$ cat src/rtl/prbs7_bist_pkg.sv
package prbs7_bist_pkg;
  localparam int unsigned PRBS_ORD = 7;
  typedef logic [PRBS_ORD-1:0] prbs_state_t;
  typedef enum logic {CB_A = 1'b0, CB_B = 1'b1} cb_phase_e;
endpackage

$ cat src/rtl/prbs7_step.sv
module prbs7_step #(
  parameter int unsigned W = 24
) (
  input  prbs7_bist_pkg::prbs_state_t state_i,
  output logic [W-1:0]                word_o
);
  // state_i[0] newest bit; word_o[W-1] earliest generated bit
  always_comb begin
    logic [6:0] s;
    logic       b;
    s      = state_i;
    word_o = '0;
    for (int i = W - 1; i >= 0; i--) begin
      b         = s[6] ^ s[5];
      word_o[i] = b;
      s         = {s[5:0], b};
    end
  end
endmodule

$ cat src/rtl/prbs7_word_gen.sv
module prbs7_word_gen #(
  parameter int unsigned W    = 24,
  parameter logic [6:0]  SEED = 7'h01
) (
  input  logic         clk_i,
  input  logic         rst_ni,
  input  logic         req_i,
  output logic         valid_o,
  output logic [W-1:0] data_o
);
  import prbs7_bist_pkg::*;

  prbs_state_t  state_q;
  logic [W-1:0] nxt_word;

  prbs7_step #(.W(W)) u_step (.state_i(state_q), .word_o(nxt_word));

  always_ff @(posedge clk_i or negedge rst_ni) begin
    if (!rst_ni) begin
      state_q <= SEED;
      valid_o <= 1'b0;
      data_o  <= '0;
    end else begin
      valid_o <= req_i;
      if (req_i) begin
        data_o  <= nxt_word;
        state_q <= nxt_word[PRBS_ORD-1:0];
      end
    end
  end

  a_r8_gen_valid: assert property (@(posedge clk_i) disable iff (!rst_ni)
    req_i |=> valid_o);
endmodule

$ cat config.mk
export PLATFORM = sky130hd
export DESIGN_NAME = prbs7_word_gen
export DESIGN_NICKNAME = d
export VERILOG_FILES = /design/src/rtl/prbs7_bist_pkg.sv /design/src/rtl/prbs7_step.sv /design/src/rtl/prbs7_word_gen.sv
export SDC_FILE = /design/constraint.sdc
export NUM_CORES = 1
export LEC_CHECK = 0
export BUFFER_PORTS_ARGS = -buffer_cell sky130_fd_sc_hd__buf_2
export CORE_MARGIN = 2
export CORE_UTILIZATION = 53
export DETAILED_ROUTE_END_ITERATION = 8
export PLACE_DENSITY = 0.88
export REMOVE_ABC_BUFFERS = 1
export SETUP_SLACK_MARGIN = 0.1
export SLEW_MARGIN = 10
export SYNTH_ARGS = -nofsm -noshare
export SYNTH_HDL_FRONTEND = slang
export SYNTH_SLANG_ARGS = --single-unit
$ cat constraint.sdc
create_clock -name clk_i -period 1.5 [get_ports clk_i]
set_input_delay 0.375 -clock clk_i [delete_from_list [all_inputs] [get_ports clk_i]]
set_output_delay 0.375 -clock clk_i [all_outputs]
set_load 0.02 [all_outputs]
Word level (Yosys, flattened, before mapping)

Cells that the tools add are included.

Bits in registers: 32
Latch bits: 0
RAM bits: 0
ROM bits: 0
Input port bits: 3
Output and inout bits: 25
Memories kept: 0

Add/sub/neg operators: 0
Multipliers: 0
Divide/modulo/power cells: 0
Magnitude comparators: 0
Equal/unequal tests: 0
Shift-type cells: 0
Muxes and demuxes: 0
Bitwise gates (word level): 24
Reductions and logical operators: 0

Operators with widths:

| cell          | count |
|---|---|
| $xor A1 B1 Y1 | 24 |

Longest topological paths before layout

Gate-level depths: netlist (run 1).

Depth in word-level cells: 4
Depth in mapped cells: 5
Mapped depth without buffers: 4

Hierarchy

Synthesis (run 1) repeated with hierarchy kept, for this count alone.

Cell total of the unflattened synthesis: 94
Area, all modules: 1428.9 µm²

Modules (own cells, without submodules):

| module         | instances | cells an instance | area an instance (µm²) |
|---|---|---|---|
| prbs7_word_gen | 1         | 60                | 1104.8 |
| prbs7_step     | 1         | 34                | 324.1 |

Least setup slack after synthesis (run 1)

OpenSTA, ideal clock, no wires.

Kind: reg-to-reg
Start: reg state_q[0]
End: reg data_o[5]
Arrival: 1.122 ns
Data required time: 1.377 ns
Path slack: 0.255 ns
Stages on the path, launching flop included: 6
Buffers on the path: 1
Cell sequence: dfstp_2 > buf_6 > xnor2_1 > xnor2_1 > nand2_1 > xnor2_1

Cells in the longest elaborated chain, start to end: 3

Ends and longest elaborated chain:

| element                     | line                 | text |
|---|---|---|
| start, declared             | prbs7_word_gen.sv:13 | `prbs_state_t state_q;` |
| start signal, assigned      | prbs7_word_gen.sv:27 | `state_q <= nxt_word[PRBS_ORD-1:0];` |
| $xor A1 B1 Y1 (2 in series) | prbs7_step.sv:14     | `b = s[6] ^ s[5];` |
| $xor A1 B1 Y1 (*)           | prbs7_step.sv:14     |  |
| end signal, assigned        | prbs7_word_gen.sv:26 | `data_o <= nxt_word;` |
| end, declared               | prbs7_word_gen.sv:9  | `output logic [W-1:0] data_o` |

Every way passes the cells marked *; elsewhere a longest branch is shown, timed or not.
A chain may end at the register's enable or synchronous reset.

Worst setup path after layout (run 1)

Start: reg data_o[1]
End: out data_o[1]

No word-level cell between the ends.

==> run metrics, run 1 <==
core area 2410 µm²; post-synth cell types 14; clk root buf clkbuf_4; RSZ-0062 raised after global routing no; Nets 142; Mean Syn Cell Area 11.5 µm²; first-pass GRT wire length 3630 µm; Setup CP Type reg -> out; Die W 54.0 µm; Residual DRC 0; most frequent cells in the layout buf_2, xnor2_1, dfrtp_1; final count of hold timing violations 0; CTS sink count 26; DR WL/cell 13.4 µm; relative slew slack 0.628; Critical Path RT 1.12 ns; Port Buffers 27; WP buf/inv 1; Detailed Place HPWL 1630 µm; Via density 4.93; critical path's slowest cell dfrtp_2; Setup Viol. Count Final 0; fin crit period 1.31 ns; Tcrit/Tclk final 0.871; worst reg-to-reg setup slack 0.19 ns; number of diodes 0; commonest non-fill, non-tap cell in the layout buf_2; Syn. warnings 0; worst-path fanout max 3; layout cell share with drive strength beyond 1 0.391; Clock Path Buffers 2; H-tree Lvls 1; die height 54.0 µm; Final Slew Violations 0; CTS clk-pin slew, worst paths 0.14 ns; worst slew pin tran 0.558 ns; max capacitance violation total 0; Setup TNS 0 ns; DRT Wirelength 2250 µm; Global Route Usage Sum 0.176; vias in the first global route 781; global placer's final weighted congestion 0.759; Arr. time, crit path 0.93 ns; synthesis-to-layout area growth 12.4%; outcome completed; crit end category output pin; Worst path depth 1; TritonCTS Buffers 3; grt total ovfl 0; worst hold slack 0.0252 ns; worst r2r path cells 4; fmax 0.766 GHz; Startpoint Class flop; Die ar. 2910 µm²; largest net degree at the start of global routing 27; Cells after Synth 115; Worst path max stage delay 0.45 ns; Crit path max-delay family flip-flops; class of the worst hold path in -> async; reg2reg end data_o[17]; row cnt 18; Initial Util 0.549; worst-path cell chain buf_2; Final ANT Viol Nets 0; initial DRC count 7; worst r2r src data_o[5]; Layout Skew 0.00405 ns; Skew-Pair Late Insertion Delay 0.32 ns; vias 829; Pre-antenna DRT Iters 4; initial antenna violation count 0; post-synthesis sequential area ratio 0.492; CTS tree done; #FFs+latches synth 26; Post-Syn Area 1320 µm²; Top Ports 28
[area by class of cell]
type,count,area [µm²]
Clock buffer,4,26.3
Fill cell,186,922
Multi-Input combinational cell,71,542
Sequential cell,26,659
Tap cell,30,37.5
Timing Repair Buffer,37,223
[timing repair]
| action | 4_1_cts | 5_1_grt |
|---|---|---|
| hold buffers | 0 | 0 |
| buffers inserted | 6 | 0 |
| setup endpoints to repair | 6 | 0 |
| resized for setup | 6 | 0 |
[cells in the mapped netlist (all sizes together)]
| cell | number | share of area |
|---|---|---|
| nor2 | 16 | 0.045 |
| dfstp | 1 | 0.020 |
| nand2 | 6 | 0.017 |
| buf | 17 | 0.095 |
| mux2 | 3 | 0.031 |
| clkbuf | 1 | 0.0028 |
| xor2 | 2 | 0.013 |
| a21oi | 16 | 0.060 |
| xnor2 | 28 | 0.24 |
| dfrtp | 25 | 0.47 |
[registers in the layout, summed over array words and instances, names as in the netlist]
signal and cells:
data_o 24, state_q 1, valid_o 1
[cells by family after synthesis]
group | synth area share
simple gates | 0.0624
mux | 0.0312
compound gates | 0.0605
buf+inv | 0.0983
flops | 0.492
xor+xnor | 0.255
[stage by stage]
step | worst slack [ns] | util | area [µm²] | std cells
after floorplan | 0.120 | - | 1190 | 97
after global placement | 0.200 | 0.585 | 1410 | 158
after detailed placement | 0.170 | 0.585 | 1410 | 158
after CTS | 0.179 | 0.617 | 1490 | 168
after global routing | 0.124 | 0.617 | 1490 | 168
final | 0.194 | 0.617 | 1490 | 168
[layer usage]
layer  part of all wire  vias up  track usage
li1                   -      398            -
met4             0.0076        0       0.0500
met1               0.42      406        0.220
met2               0.53       23        0.309
met5                  0        -            0
met3              0.047        2       0.0333
[worst max path at each step]
stage | from | end
4_1_cts | data_o[1] | data_o[1]
6_report | data_o[1] | data_o[1]
5_1_grt | data_o[1] | data_o[4]
3_3_place_gp | data_o[5] | data_o[11]
2_1_floorplan | data_o[5] | data_o[11]
3_5_place_dp | data_o[5] | data_o[17]
Power of run 1 is not shown: default switching activity piles up to over one toggle a cycle in this logic, so the estimate is an artifact.
==> run 2: changes to the inputs <==
Settings changed: PLACE_DENSITY 0.88 to 0.78.
==> run metrics, run 2 (synthesis results as in run 1) <==
Setup TNS 0 ns; Skew-Pair Late Insertion Delay 0.31 ns; first-pass GRT wire length 3850 µm; CTS sink count 26; worst-path fanout max 3; relative slew slack 0.619; TritonCTS Buffers 3; die height 54.0 µm; global placer's final weighted congestion 0.770; max capacitance violation total 0; Largest register FFs 24; Initial Util 0.549; Top Ports 28; Setup Viol. Count Final 0; fin crit period 1.34 ns; critical path's slowest cell dfrtp_2; Layout Skew 0.00252 ns; Pre-antenna DRT Iters 3; DRT Wirelength 2370 µm; commonest non-fill, non-tap cell in the layout buf_2; row cnt 18; core area 2410 µm²; worst slew pin tran 0.571 ns; crit end category output pin; Detailed Place HPWL 1600 µm; Regs by FF count data_o x24, state_q x1, valid_o x1; Final Slew Violations 0; Via density 4.89; Clock Path Buffers 2; Post-CTS Hold Buffers 0; clk root buf clkbuf_4; vias in the first global route 819; Nets 147; Die ar. 2910 µm²; layout cell share with drive strength beyond 1 0.420; Crit path max-delay family flip-flops; RSZ-0062 raised after global routing no; Global Route Usage Sum 0.187; outcome completed; Startpoint Class flop; grt total ovfl 0; WP buf/inv 1; Top reg by flops data_o; Final ANT Viol Nets 0; vias 846; class of the worst hold path in -> async; number of diodes 0; CTS clk-pin slew, worst paths 0.14 ns; DR WL/cell 13.7 µm; worst hold slack 0.0304 ns; Worst path max stage delay 0.47 ns; synthesis-to-layout area growth 16.3%; Setup CP Type reg -> out; Critical Path RT 1.12 ns; worst-path cell chain buf_2; Die W 54.0 µm; largest net degree at the start of global routing 27; initial DRC count 9; Arr. time, crit path 0.96 ns; final count of hold timing violations 0; Tcrit/Tclk final 0.893; Residual DRC 0; fillers 184; CTS tree done; H-tree Lvls 1; initial antenna violation count 0; fmax 0.747 GHz; most frequent cells in the layout buf_2, xnor2_1, dfrtp_1; Port Buffers 27
[run 2: cell types whose count changed in the layout (fill, tap and decap cells not counted), sizes merged]
cell / previous run / this run
buf: 37 / 42
bufinv: 0 / 1
clkbuf: 4 / 3
[run 2: worst paths after layout]
path | startpoint | to | slack (ns) | depth (start not counted)
max in group asynchronous | rst_ni | data_o[6] | 1.06 | 1
min reg2reg | data_o[10] | data_o[10] | 0.52 | 1
min | rst_ni | data_o[15] | 0.03 | 1
max | data_o[4] | data_o[4] | 0.16 | 1
min in group clk_i | req_i | data_o[23] | 0.40 | 2
max reg2reg | data_o[5] | data_o[11] | 0.20 | 4
[run 2: repair_timing]
action	CTS	global route
gates resized for setup	5	1
endpoints found under the setup margin	5	3
pin swaps	0	0
buffers inserted	4	4
[run 2: final cells by class]
class / instances / area [µm²] / area share
Multi-Input combinational cell: 71 / 542 / 0.352
Clock inverter: 1 / 30.0 / 0.0195
Sequential cell: 26 / 659 / 0.428
Timing Repair Buffer: 42 / 248 / 0.161
Tap cell: 30 / 37.5 / 0.0244
Clock buffer: 3 / 22.5 / 0.0146
[run 2: routing by layer]
| metal | track usage | routed length [µm] |
|---|---|---|
| met4 | 0.0708 | 31 |
| met3 | 0.0250 | 81 |
| met2 | 0.321 | 1200 |
| met5 | 0 | 0 |
| met1 | 0.241 | 1060 |
[run 2: through the flow]
| step | setup WS [ns] | instances | cell area [µm²] | util |
|---|---|---|---|---|
| detailed placement | 0.149 | 161 | 1420 | 0.589 |
| global placement | 0.190 | 161 | 1420 | 0.589 |
| global route | 0.107 | 173 | 1540 | 0.639 |
| finish | 0.161 | 173 | 1540 | 0.639 |
| CTS | 0.0156 | 169 | 1510 | 0.626 |
| floorplan | 0.120 | 97 | 1190 | - |
Power of run 2 is left out for the same reason.
